File: config.mk
export PLATFORM = sky130hd
export DESIGN_NAME = tri_wire_regport
export DESIGN_NICKNAME = d
export VERILOG_FILES = /design/src/rtl/twr_pkg.sv /design/src/rtl/twr_sync.sv /design/src/rtl/twr_frame.sv /design/src/rtl/twr_txdrv.sv /design/src/rtl/tri_wire_regport.sv
export SDC_FILE = /design/constraint.sdc
export NUM_CORES = 1
export LEC_CHECK = 0
export CAP_MARGIN = 20
export CORE_AREA = 4 4 63 65
export CTS_CLUSTER_SIZE = 28
export DETAILED_ROUTE_END_ITERATION = 12
export DIE_AREA = 0 0 67 69
export PLACE_DENSITY = 0.74
export SETUP_SLACK_MARGIN = 0.2
export SLEW_MARGIN = 20
export SYNTH_ARGS = -nofsm -noshare
export SYNTH_HDL_FRONTEND = slang
export SYNTH_SLANG_ARGS = --single-unit
File: constraint.sdc
create_clock -name clk -period 2.35 [get_ports clk]
set_clock_uncertainty 0.2 [all_clocks]
set_input_delay 0.705 -clock clk [delete_from_list [all_inputs] [get_ports clk]]
set_output_delay 0.705 -clock clk [all_outputs]
set_load 0.1 [all_outputs]
File: src/rtl/twr_pkg.sv
package twr_pkg;

    typedef enum logic {
        DIR_WR = 1'b0,
        DIR_RD = 1'b1
    } dir_e;

    // Total rising edges in one frame: direction + address + data
    function automatic int frame_len(input int aw, input int dw);
        return 1 + aw + dw;
    endfunction

endpackage

File: src/rtl/twr_sync.sv
module twr_sync #(
    parameter int STAGES = 2
) (
    input  logic clk,
    input  logic rst,
    input  logic en_i,
    input  logic sclk_i,
    input  logic sdi_i,
    output logic en_o,
    output logic rise_o,
    output logic fall_o,
    output logic sdi_o
);
    logic [STAGES-1:0] en_q, sclk_q, sdi_q;
    logic              sclk_prev;

    always_ff @(posedge clk) begin
        if (rst) begin
            en_q      <= '0;
            sclk_q    <= '0;
            sdi_q     <= '0;
            sclk_prev <= 1'b0;
        end else begin
            en_q      <= {en_q[STAGES-2:0], en_i};
            sclk_q    <= {sclk_q[STAGES-2:0], sclk_i};
            sdi_q     <= {sdi_q[STAGES-2:0], sdi_i};
            sclk_prev <= sclk_q[STAGES-1];
        end
    end

    assign en_o   = en_q[STAGES-1];
    assign sdi_o  = sdi_q[STAGES-1];
    assign rise_o = sclk_q[STAGES-1] & ~sclk_prev;
    assign fall_o = ~sclk_q[STAGES-1] & sclk_prev;
endmodule

File: src/rtl/twr_frame.sv
module twr_frame
    import twr_pkg::*;
#(
    parameter int ADDR_W     = 5,
    parameter int DATA_W     = 8,
    parameter int FRAME_BITS = 14,
    parameter int CNT_W      = 4
) (
    input  logic              clk,
    input  logic              rst,
    input  logic              en,
    input  logic              rise,
    input  logic              sdi,
    output logic [CNT_W-1:0]  cnt,
    output logic              dir_rd,
    output logic              fetch,
    output logic [ADDR_W-1:0] addr,
    output logic [DATA_W-1:0] data,
    output logic              wr_stb,
    output logic              rd_stb
);
    localparam logic [CNT_W-1:0] LAST_ADDR = CNT_W'(ADDR_W);
    localparam logic [CNT_W-1:0] LAST_BIT  = CNT_W'(FRAME_BITS - 1);
    localparam logic [CNT_W-1:0] DONE      = CNT_W'(FRAME_BITS);

    dir_e dir;

    always_ff @(posedge clk) begin
        if (rst) begin
            cnt    <= '0;
            dir    <= DIR_WR;
            fetch  <= 1'b0;
            addr   <= '0;
            data   <= '0;
            wr_stb <= 1'b0;
            rd_stb <= 1'b0;
        end else if (!en) begin
            cnt    <= '0;
            dir    <= DIR_WR;
            fetch  <= 1'b0;
            wr_stb <= 1'b0;
            rd_stb <= 1'b0;
        end else begin
            fetch  <= 1'b0;
            wr_stb <= 1'b0;
            rd_stb <= 1'b0;
            if (rise && cnt != DONE) begin
                cnt <= cnt + 1'b1;
                if (cnt == '0)
                    dir <= dir_e'(sdi);
                else if (cnt <= LAST_ADDR)
                    addr <= {addr[ADDR_W-2:0], sdi};
                else if (dir == DIR_WR)
                    data <= {data[DATA_W-2:0], sdi};
                if (cnt == LAST_ADDR && dir == DIR_RD)
                    fetch <= 1'b1;
                if (cnt == LAST_BIT) begin
                    wr_stb <= (dir == DIR_WR);
                    rd_stb <= (dir == DIR_RD);
                end
            end
        end
    end

    assign dir_rd = (dir == DIR_RD);
endmodule

File: src/rtl/twr_txdrv.sv
module twr_txdrv #(
    parameter int ADDR_W     = 5,
    parameter int DATA_W     = 8,
    parameter int FRAME_BITS = 14,
    parameter int CNT_W      = 4
) (
    input  logic              clk,
    input  logic              rst,
    input  logic              en,
    input  logic              fall,
    input  logic [CNT_W-1:0]  cnt,
    input  logic              dir_rd,
    input  logic              fetch,
    input  logic [DATA_W-1:0] rd_data,
    output logic              sdo,
    output logic              oe
);
    localparam logic [CNT_W-1:0] FIRST_DATA = CNT_W'(ADDR_W + 1);
    localparam logic [CNT_W-1:0] DONE       = CNT_W'(FRAME_BITS);

    logic [DATA_W-1:0] tx, src;

    // A fetch and a falling edge may land in the same cycle
    assign src = fetch ? rd_data : tx;

    always_ff @(posedge clk) begin
        if (rst || !en) begin
            tx  <= '0;
            sdo <= 1'b0;
            oe  <= 1'b0;
        end else begin
            tx <= src;
            if (fall && dir_rd) begin
                if (cnt >= FIRST_DATA && cnt < DONE) begin
                    oe  <= 1'b1;
                    sdo <= src[DATA_W-1];
                    tx  <= {src[DATA_W-2:0], 1'b0};
                end else if (cnt == DONE) begin
                    oe <= 1'b0;
                end
            end
        end
    end
endmodule

File: src/rtl/tri_wire_regport.sv
module tri_wire_regport
    import twr_pkg::*;
#(
    parameter int ADDR_W      = 5,
    parameter int DATA_W      = 8,
    parameter int SYNC_STAGES = 2
) (
    input  logic              clk,
    input  logic              rst,
    input  logic              frame_en,
    input  logic              sclk,
    input  logic              sdio_in,
    output logic              sdio_out,
    output logic              sdio_oe,
    output logic [ADDR_W-1:0] reg_addr,
    output logic              wr_stb,
    output logic [DATA_W-1:0] wr_data,
    input  logic [DATA_W-1:0] rd_data,
    output logic              rd_stb
);
    localparam int FRAME_BITS = frame_len(ADDR_W, DATA_W);
    localparam int CNT_W      = $clog2(FRAME_BITS + 1);

    logic             en_s, rise, fall, sdi_s, dir_rd, fetch;
    logic [CNT_W-1:0] cnt;

    twr_sync #(.STAGES(SYNC_STAGES)) u_sync (
        .clk(clk), .rst(rst),
        .en_i(frame_en), .sclk_i(sclk), .sdi_i(sdio_in),
        .en_o(en_s), .rise_o(rise), .fall_o(fall), .sdi_o(sdi_s)
    );

    twr_frame #(
        .ADDR_W(ADDR_W), .DATA_W(DATA_W),
        .FRAME_BITS(FRAME_BITS), .CNT_W(CNT_W)
    ) u_frame (
        .clk(clk), .rst(rst), .en(en_s), .rise(rise), .sdi(sdi_s),
        .cnt(cnt), .dir_rd(dir_rd), .fetch(fetch),
        .addr(reg_addr), .data(wr_data),
        .wr_stb(wr_stb), .rd_stb(rd_stb)
    );

    twr_txdrv #(
        .ADDR_W(ADDR_W), .DATA_W(DATA_W),
        .FRAME_BITS(FRAME_BITS), .CNT_W(CNT_W)
    ) u_tx (
        .clk(clk), .rst(rst), .en(en_s), .fall(fall),
        .cnt(cnt), .dir_rd(dir_rd), .fetch(fetch), .rd_data(rd_data),
        .sdo(sdio_out), .oe(sdio_oe)
    );
endmodule

* Word level (Yosys, flattened, before mapping) *
Index checks and enable logic that the tools add are counted.

storage, ports and cells
  word-level logic and storage cells = 54
  output and inout port bits = 17
  flip-flop bits (word level) = 38
  input port bits = 13

cells by class
  equality and inequality tests = 4
  bitwise logic cells = 10
  reduce and logical (&&, ||, !) cells = 16
  muxes and demuxes = 6
  add/sub/neg operators = 1
  magnitude comparators = 3

operators by type and width
  kind                                                                               count
  8-bit two-way mux                                                                  3
  4-bit == test (second input constant)                                              2
  1-bit inverter                                                                     8
  2-bit AND reduction                                                                3
  5-bit AND reduction                                                                1
  4-bit by 1-bit adder with 4-bit output (second input constant)                     1
  4-bit by 3-bit == test with 1-bit output (second input constant)                   1
  4-bit by 3-bit >= comparator with 1-bit output (second input constant)             1
  4-bit by 3-bit less-or-equal comparator with 1-bit output (second input constant)  1
  1-bit logical AND                                                                  4
  4-bit logical NOT                                                                  1
  4-bit < comparator (second input constant)                                         1
  4-bit != test (second input constant)                                              1
  4-bit AND reduction                                                                1
  4-bit OR reduction                                                                 1
  1-bit two-way mux                                                                  3
  3-bit OR reduction                                                                 1
  1-bit AND                                                                          2
  2-bit nonzero test                                                                 1
  2-bit OR reduction                                                                 1
  1-bit logical NOT                                                                  1
  1-bit logical OR                                                                   1

* Depth between registers and ports, before layout *
Gate-level depths: netlist of the first run.

  word-level depth = 5
  mapped depth = 6
  mapped depth without buffers = 5

* By module *
Synthesis of the first run repeated with hierarchy kept, for this count alone.

unflattened totals
  cell total of the unflattened synthesis = 153
  area, all modules = 1,630.3 um^2

modules (own cells, without submodules)
  module     sequential area each (um^2)  cells each  times used  area each (um^2)
  twr_frame  420.4                        91          1           949.7
  twr_txdrv  200.2                        46          1           484.2
  twr_sync   140.1                        16          1           196.4

* Worst setup path after synthesis of the first run *
Ideal clock, no wire load.

  path type = register to register
  start = reg u_frame.cnt[1]
  end = reg u_frame.addr[1]
  arrival time = 1.543 ns
  period minus slack after synthesis = 1.867 ns
  path buffers = 1
  data required time = 2.026 ns
  setup time = 0.124 ns
  stages on the path, launching flop included = 7
  path slack = 0.483 ns
  cell sequence = dfxtp_1 -> inv_1 -> ha_1 -> or3b_1 -> and4_1 -> buf_6 -> mux2i_1

between the ends
  cells in the longest elaborated chain, start to end = 3
  elaborated cells between the ends (all ways) = 6
  those cells by class = 1 x order compare; 1 x eq/ne; 1 x bitwise; 3 x reduce/logical

ends and longest elaborated chain
  what                                                                                                               line             RTL
  from (decl)                                                                                                        twr_frame.sv:14  output logic [CNT_W-1:0] cnt,
  from (signal assigned)                                                                                             twr_frame.sv:48  cnt <= cnt + 1'b1;
  parallel branches: the longest is 2 deep, another holds 4-bit by 3-bit less-or-equal comparator with 1-bit output  -
  4-bit AND reduction (no source line) (*)                                                                           -
  to (signal assigned)                                                                                               twr_frame.sv:52  addr <= {addr[ADDR_W-2:0], sdi};
  to (decl)                                                                                                          twr_frame.sv:17  output logic [ADDR_W-1:0] addr,

Mark *: on every way between the ends.
A chain may end at the register's enable or synchronous reset.

* Worst setup path after layout of the first run *
  start = reg u_frame.cnt[1]
  end = reg u_frame.data[5]

between the ends
  cells in the longest elaborated chain, start to end = 3
  elaborated cells between the ends (all ways) = 7
  those cells by class = 1 x order compare; 1 x eq/ne; 2 x bitwise; 3 x reduce/logical

ends and longest elaborated chain
  what                                                                               line             RTL
  4-bit by 3-bit less-or-equal comparator with 1-bit output (tied with other cells)  twr_frame.sv:51  else if (cnt <= LAST_ADDR)
  1-bit inverter (no source line) or 1-bit logical AND (tied branches)               -
  5-bit AND reduction (no source line) (*)                                           -
  to (signal assigned)                                                               twr_frame.sv:54  data <= {data[DATA_W-2:0], sdi};
  to (decl)                                                                          twr_frame.sv:18  output logic [DATA_W-1:0] data,

Mark *: on every way between the ends. The rest lies on a longest branch, timed or not.

==> summary.md, run 1 <==
| Metric | Value |
|---|---|
| Post-synth top area cell | dfxtp_1 |
| RSZ-0062 raised after global routing | false |
| Vias | 1,219 |
| Drt pass-1 iters | 4 |
| Crit path capture type | flop |
| Static Leak | ~0.9 nW |
| Grt ovf | 0 |
| Drt drc | 0 |
| H-tree Lvls | 2 |
| Synth area leaders | dfxtp_1, mux2i_1, nand2b_1, mux2_2, nor2b_1 |
| Avg Cell Area, Syn | 10.57 um^2 |
| Required @ worst endpoint | approximately 2.4 ns |
| # IOs | 30 |
| CTS Hold Bufs | 0 |
| Post-route minimum period | 1.896 ns |
| Initial antenna violation count | 0 |
| Row count | 21 |
| TritonCTS clock tree | built |
| Starting density of the core | 0.4942 |
| Largest net degree at the start of global routing | 23 |
| Port buffer count | 29 |
| Crit share post-route | 0.8069 |
| Vias in the first global route | about 1,300 |
| Fillers | ~280 |
| Cell variety after synth | 33 |
| Data arrival, critical path | a little under 2 ns |
| Critical path fanouts, max | 8 |
| Max-slew violation count | 0 |
| Routability Congestion | between 0.8 and 0.9 |
| Ant diodes | 0 |
| Hold crit path type | flop to flop |
| Die H | about 69 um |
| Sequential fraction of the synthesis area | 0.4613 |
| Fraction of layout cells with a size suffix above 1 | 0.2246 |
| Final setup vio count | 0 |
| Synth top area share | 0.4613 |
| Core Util, Final | 0.6595 |
| WHS | 0.2450 ns |
| Setup TNS | 0 ns |
| CTS buffer count | 5 |
| Cell Pwr Density | about 460 mW/mm^2 |
| Antenna-violating nets left | 0 |
| Hold path endpoint | u_sync.sclk_q[1] |
| GR Util All Layers | 0.1560 |
| Async S/R FF share, synth | 0 |
| Die area | approximately 0.0046 mm^2 |
| Slowest cell on the critical path | dfxtp_2 |
| Clk_lat worst skew | 0.35 ns |
| Finished Cell Area | between 0.002 and 0.0025 mm^2 |
| CP cell instances | inv_1 -> ha_1 -> nor3b_1 -> o2111a_2 -> mux2i_1 |
| Layout Nets | 204 |
| Post-synth top cells | dfxtp_1, mux2i_1, nand2b_1 |
| Maximum buffer depth of the clock tree | 2 |
| R2r worst-path depth | 5 |
| Worst slew pin tran | 0.4752 ns |
| Die W | ~67 um |
| Source of the worst register-to-register timing path | u_frame.cnt[1] |
| Max Clock Freq | 0.5274 GHz |
| Cell Area, Placed | about 0.0021 mm^2 |
| Clock root cell | clkbuf_4 |
| Fin. Hold Viols | 0 |
| YS warnings | 0 |
| Kind of critical path | flop to flop |
| CP Launch Type | flop |
| Final wirelength | ~3200 um |
| Post-synthesis cell area | between 0.0015 and 0.002 mm^2 |
| Number of max-cap violations | 0 |
| CP peak stage delay | 0.44 ns |
| Post-DP HPWL | 2402 um |
| Clock sinks | 38 |
| Reg-to-reg endpoint | u_frame.data[5] |
| Post-synth EDFFs | 0 |
| Synth Net Count | about 170 |
| Initial DRC Count | between 40 and 50 |
| Yosys reg bits | 38 |
| P&R area growth vs syn | 33.46% |
| Reg2Reg Setup Slack | around 0.45 ns |
| First-pass GRT wire length | 5575 um |
| Core area | between 0.003 and 0.004 mm^2 |
| Synth Flop Type | dfxtp_1 |
| Count leader, synth | dfxtp_1 |
| Hold Path Origin | u_sync.sclk_q[0] |
| Run status | complete, no violations |
| Clk slew on worst S/H paths | approximately 0.11 ns |
| Vias per inst | between 5 and 6 |
| Worst Hold Path Cells | 1 |
| Drt wl/cell | ~14 um |
| Post-Syn Instances | around 160 |
| Headroom to the max-slew limit | 0.6827 |
| Maximum VDD drop | ~0.41 mV |
==> routing by layer <==
| metal | global-route usage | routed length [um] | vias up | part of all wire |
|---|---|---|---|---|
| li1 | - | - | 608 | - |
| met1 | 0.1660 | 1289 | 568 | 0.40 |
| met2 | 0.2609 | 1635 | 34 | 0.51 |
| met3 | 0.06981 | 227 | 9 | 0.071 |
| met4 | 0.06532 | 65 | 0 | 0.020 |
| met5 | 0 | 0 | - | 0 |
==> cell type report <==
class	instances	area, um^2	area share
clock buffers	6	41.29	0.01876
clock inverters	1	7.507	0.003411
inverters	2	7.507	0.003411
multi-input cells	106	825.8	0.3752
flip-flops and latches	38	763.2	0.3468
well taps	46	57.56	0.02615
repair buffers	34	498.0	0.2263
==> worst max-delay path: cells and delay by family (launching register included) <==
family	cells	cell delay [ns]
flip-flops	1	0.44
AO/OA/AOI/OAI	1	0.34
adder cells (fa/ha/maj)	1	0.22
buffers and inverters	1	0.09
AND/OR/NAND/NOR	1	0.27
multiplexers	1	0.25
==> kinds of logic (layout without fill, tap and decap cells) <==
group / count (synthesis) / in the layout / synth area share
flops: 38 / 38 / 0.4613
mux: 29 / 29 / 0.1821
buf+inv: 12 / 43 / 0.03870
fa+ha+maj: 4 / 4 / 0.03035
compound gates: 13 / 13 / 0.05614
simple gates: 60 / 60 / 0.2314
==> per-stage QoR <==
| step | power (mW) | std cells | worst slack (ns) |
|---|---|---|---|
| floorplan | 0.6859 | 156 | 0.4832 |
| global placement | 0.7108 | 226 | 0.3270 |
| detailed placement | 0.7119 | 226 | 0.2272 |
| CTS | 1.023 | 233 | 0.2080 |
| global route | 1.062 | 233 | 0.2982 |
| finish | 1.013 | 233 | 0.4539 |
==> state kept, by name, summed over array words and instances (netlist names), 2 cells and up <==
name	flops
u_sync.sdi_q	2
u_frame.cnt	4
u_tx.tx	8
u_frame.data	8
u_sync.en_q	2
u_sync.sclk_q	2
u_frame.addr	5
==> cells in the final DEF, fill, tap and decap left out, types with 2 or more instances in the layout <==
master            n
ha_1              4
nand4_1           2
nor3_1            2
buf_4             5
mux2_2            8
nand2_1          11
and4_1            3
nor2b_1          12
mux2i_1          21
clkdlybuf4s50_1  12
o31ai_1           2
inv_1             2
a21oi_1           5
dfxtp_2           2
nand2b_1         17
nand3_1           3
o2111ai_1         2
clkbuf_4          5
buf_12           17
dfxtp_1          36
==> how the worst max path moves through the flow <==
stage	startpoint	slack, ns	to	cells after the start
3_3_place_gp	rst	0.33	u_frame.cnt[2]	4
3_5_place_dp	u_frame.cnt[1]	0.23	u_frame.data[5]	5
2_1_floorplan	u_frame.cnt[1]	0.48	u_frame.addr[1]	6
5_1_grt	u_frame.cnt[1]	0.30	u_frame.data[5]	5
4_1_cts	u_frame.cnt[1]	0.21	u_frame.data[5]	5
6_report	u_frame.cnt[1]	0.45	u_frame.data[5]	5
==> what timing repair did <==
| item | CTS | global route |
|---|---|---|
| buffers inserted | 0 | 0 |
| setup endpoints to repair | 0 | 6 |
| gates resized for setup | 0 | 3 |
==> where the power goes <==
part	total [mW]	internal (mW)	switching [mW]	leakage, nW
logic	0.0446	0.0296	0.0149	0.570
registers	0.652	0.649	0.00335	0.308
clock network	0.316	0.112	0.205	0.0243
No activity file was read; power rests on OpenSTA's default activity.
==> run 2: changes to the inputs <==
==> constraint.sdc (replaced) <==
create_clock -name clk -period 1.85 [get_ports clk]
set_clock_uncertainty 0.2 [all_clocks]
set_input_delay 0.555 -clock clk [delete_from_list [all_inputs] [get_ports clk]]
set_output_delay 0.555 -clock clk [all_outputs]
set_load 0.1 [all_outputs]
==> run 2 against run 1 <==
Compared with the run above:
- non-clock buffer count grew 15
- sequential share of layout area shrank 2.3 points
- flip-flop and latch count did not move
- die area unchanged
- cell count up 6.4%
- via count rose by 7.0%
- hold slack improved by 0.0014 ns
- fmax is 12% higher
- global-route usage rose by 1.5 points
- total power increased by 31%
- register-to-register slack worse by 0.30 ns
- worst setup slack got worse by 0.30 ns
==> summary.md, run 2 (same netlist as run 1, synthesis figures left out) <==
| Metric | Value |
|---|---|
| Run status | complete, no violations |
| Cell Area, Placed | ~0.0022 mm^2 |
| TritonCTS clock tree | built |
| # IOs | 30 |
| Met2 Use GR | 0.2948 |
| RSZ-0062 raised after global routing | true |
| Ant diodes | 0 |
| GR Util All Layers | 0.1709 |
| Row count | 21 |
| Pint | about 1.0 mW |
| Initial antenna violation count | 0 |
| Clock Power Share | 0.331 |
| Max Clock Freq | approximately 0.59 GHz |
| Finished Cell Area | around 0.0024 mm^2 |
| Post-DP HPWL | about 2500 um |
| Antenna-violating nets left | 0 |
| Clk_lat worst skew | between 0.3 and 0.4 ns |
| Cell Pwr Density | ~540 mW/mm^2 |
| Crit share post-route | 0.9147 |
| Layout Nets | between 200 and 250 |
| Largest regs | u_frame.data (8), u_tx.tx (8), u_frame.addr (5) |
| Static Leak | between 1 and 1.5 nW |
| Grt ovf | 0 |
| GR peak layer | met2 |
| Starting density of the core | 0.4942 |
| Clk slew on worst S/H paths | 0.10 ns |
| Die W | 67 um |
| CP Launch Type | flop |
| Largest net degree at the start of global routing | 17 |
| Vias | 1,304 |
| Final wirelength | around 3600 um |
| Maximum VDD drop | 0.4726 mV |
| Drt wl/cell | about 15 um |
| Required @ worst endpoint | around 1.9 ns |
| Crit path capture type | flop |
| Drt pass-1 iters | 4 |
| CTS buffer count | 5 |
| P&R area growth vs syn | 48.33% |
| Vias in the first global route | between 1,000 and 1,500 |
| Die H | between 60 and 70 um |
| R2r worst-path depth | 6 |
| Core area | 0.003337 mm^2 |
| WHS | 0.2464 ns |
| Vias per inst | ~5.3 |
| Pre-CTS setup slack | -0.03031 ns |
| Data arrival, critical path | 1.77 ns |
| Headroom to the max-slew limit | 0.7282 |
| Hold crit path type | flop to flop |
| H-tree Lvls | 2 |
| Clock root cell | clkbuf_4 |
| Source of the worst register-to-register timing path | u_frame.cnt[0] |
| Leading cell type in the layout, fill and taps excluded | mux2i_1 |
| Initial DRC Count | between 50 and 60 |
| Reg2Reg Setup Slack | 0.16 ns |
| M1 GR Usage | 0.1782 |
| Fraction of layout cells with a size suffix above 1 | 0.4257 |
| Worst slew pin tran | between 0.4 and 0.5 ns |
| First-pass GRT wire length | ~6000 um |
| Kind of critical path | flop to flop |
| Final worst slack | between 0.15 and 0.2 ns |
| Comb pwr share | 0.047 |
| Clock sinks | 38 |
| Number of max-cap violations | 0 |
| Net Sw Power | 285.6 uW |
| Max-slew violation count | 0 |
| Die area | approximately 0.0046 mm^2 |
| Most frequent cells in the layout | mux2i_1, dfxtp_2 |
| Post-route minimum period | about 1.7 ns |
| Switching share of power | 0.2152 |
| Critical path fanouts, max | 5 |
| CTS Hold Bufs | 0 |
| Core Util, Final | 0.7330 |
| Met3 usage | 0.04870 |
| Worst Setup EP | u_tx.tx[6] |
| Maximum buffer depth of the clock tree | 2 |
| Part of the power in registers | 0.622 |
| Final setup vio count | 0 |
| Drt drc | 0 |
| Port buffer count | 29 |
| Reg-to-reg endpoint | u_tx.tx[6] |
| Routability Congestion | 0.8308 |
| CP Launch Point | u_frame.cnt[0] |
| Fin. Hold Viols | 0 |
[run 2: what timing repair did]
item	4_1_cts	5_1_grt
buffers inserted	8	3
endpoints found under the hold margin	0	0
resized for setup	13	7
setup endpoints to repair	37	41
gates cloned	1	0
pin swaps	3	3
[run 2: critical path: stages, from the launching register on]
cell and delay [ns]:
dfxtp_4 0.40, inv_4 0.06, ha_4 0.15, o21a_1 0.19
o2111ai_4 0.26, buf_6 0.18, mux2i_1 0.18
[run 2: area by class of cell]
type / count / area [um^2]
Fill cell: 248 / 890.9
Timing Repair Buffer: 49 / 621.8
Inverter: 2 / 12.51
Sequential cell: 38 / 792.0
Tap cell: 46 / 57.56
Multi-Input combinational cell: 106 / 907.1
Clock buffer: 7 / 55.05
[run 2: per-layer routing]
| layer | vias to the layer above | share of wire | wire [um] |
|---|---|---|---|
| met3 | 12 | 0.047 | 169 |
| met4 | 0 | 0.030 | 107 |
| met5 | - | 0 | 0 |
| li1 | 632 | - | - |
| met2 | 35 | 0.52 | 1870 |
| met1 | 625 | 0.41 | 1478 |
[run 2: through the flow]
step	setup TNS [ns]	total power [mW]	std cells
after floorplan	0	0.8687	156
after global placement	-0.05165	0.9030	229
after detailed placement	-0.1959	0.9057	229
after CTS	0	1.337	245
after global routing	0	1.376	248
final	0	1.327	248
[run 2: worst min path at each step]
stage                           from          endpoint  slack, ns  cells past startpoint
floorplan             u_sync.en_q[0]    u_sync.en_q[1]       0.21                      1
finish              u_sync.sclk_q[0]  u_sync.sclk_q[1]       0.25                      1
detailed placement  u_sync.sclk_q[0]  u_sync.sclk_q[1]       0.23                      1
CTS                 u_sync.sclk_q[0]  u_sync.sclk_q[1]       0.25                      1
global route          u_sync.en_q[0]    u_sync.en_q[1]       0.27                      1
global placement    u_sync.sclk_q[0]  u_sync.sclk_q[1]       0.22                      1
[run 2: power by group through the flow]
stage	registers [mW]	clock network, mW	logic, mW
floorplan	0.843	0	0.0252
global placement	0.844	0	0.0585
detailed placement	0.845	0	0.0608
CTS	0.826	0.448	0.0627
global route	0.827	0.481	0.0674
finish	0.826	0.439	0.0627
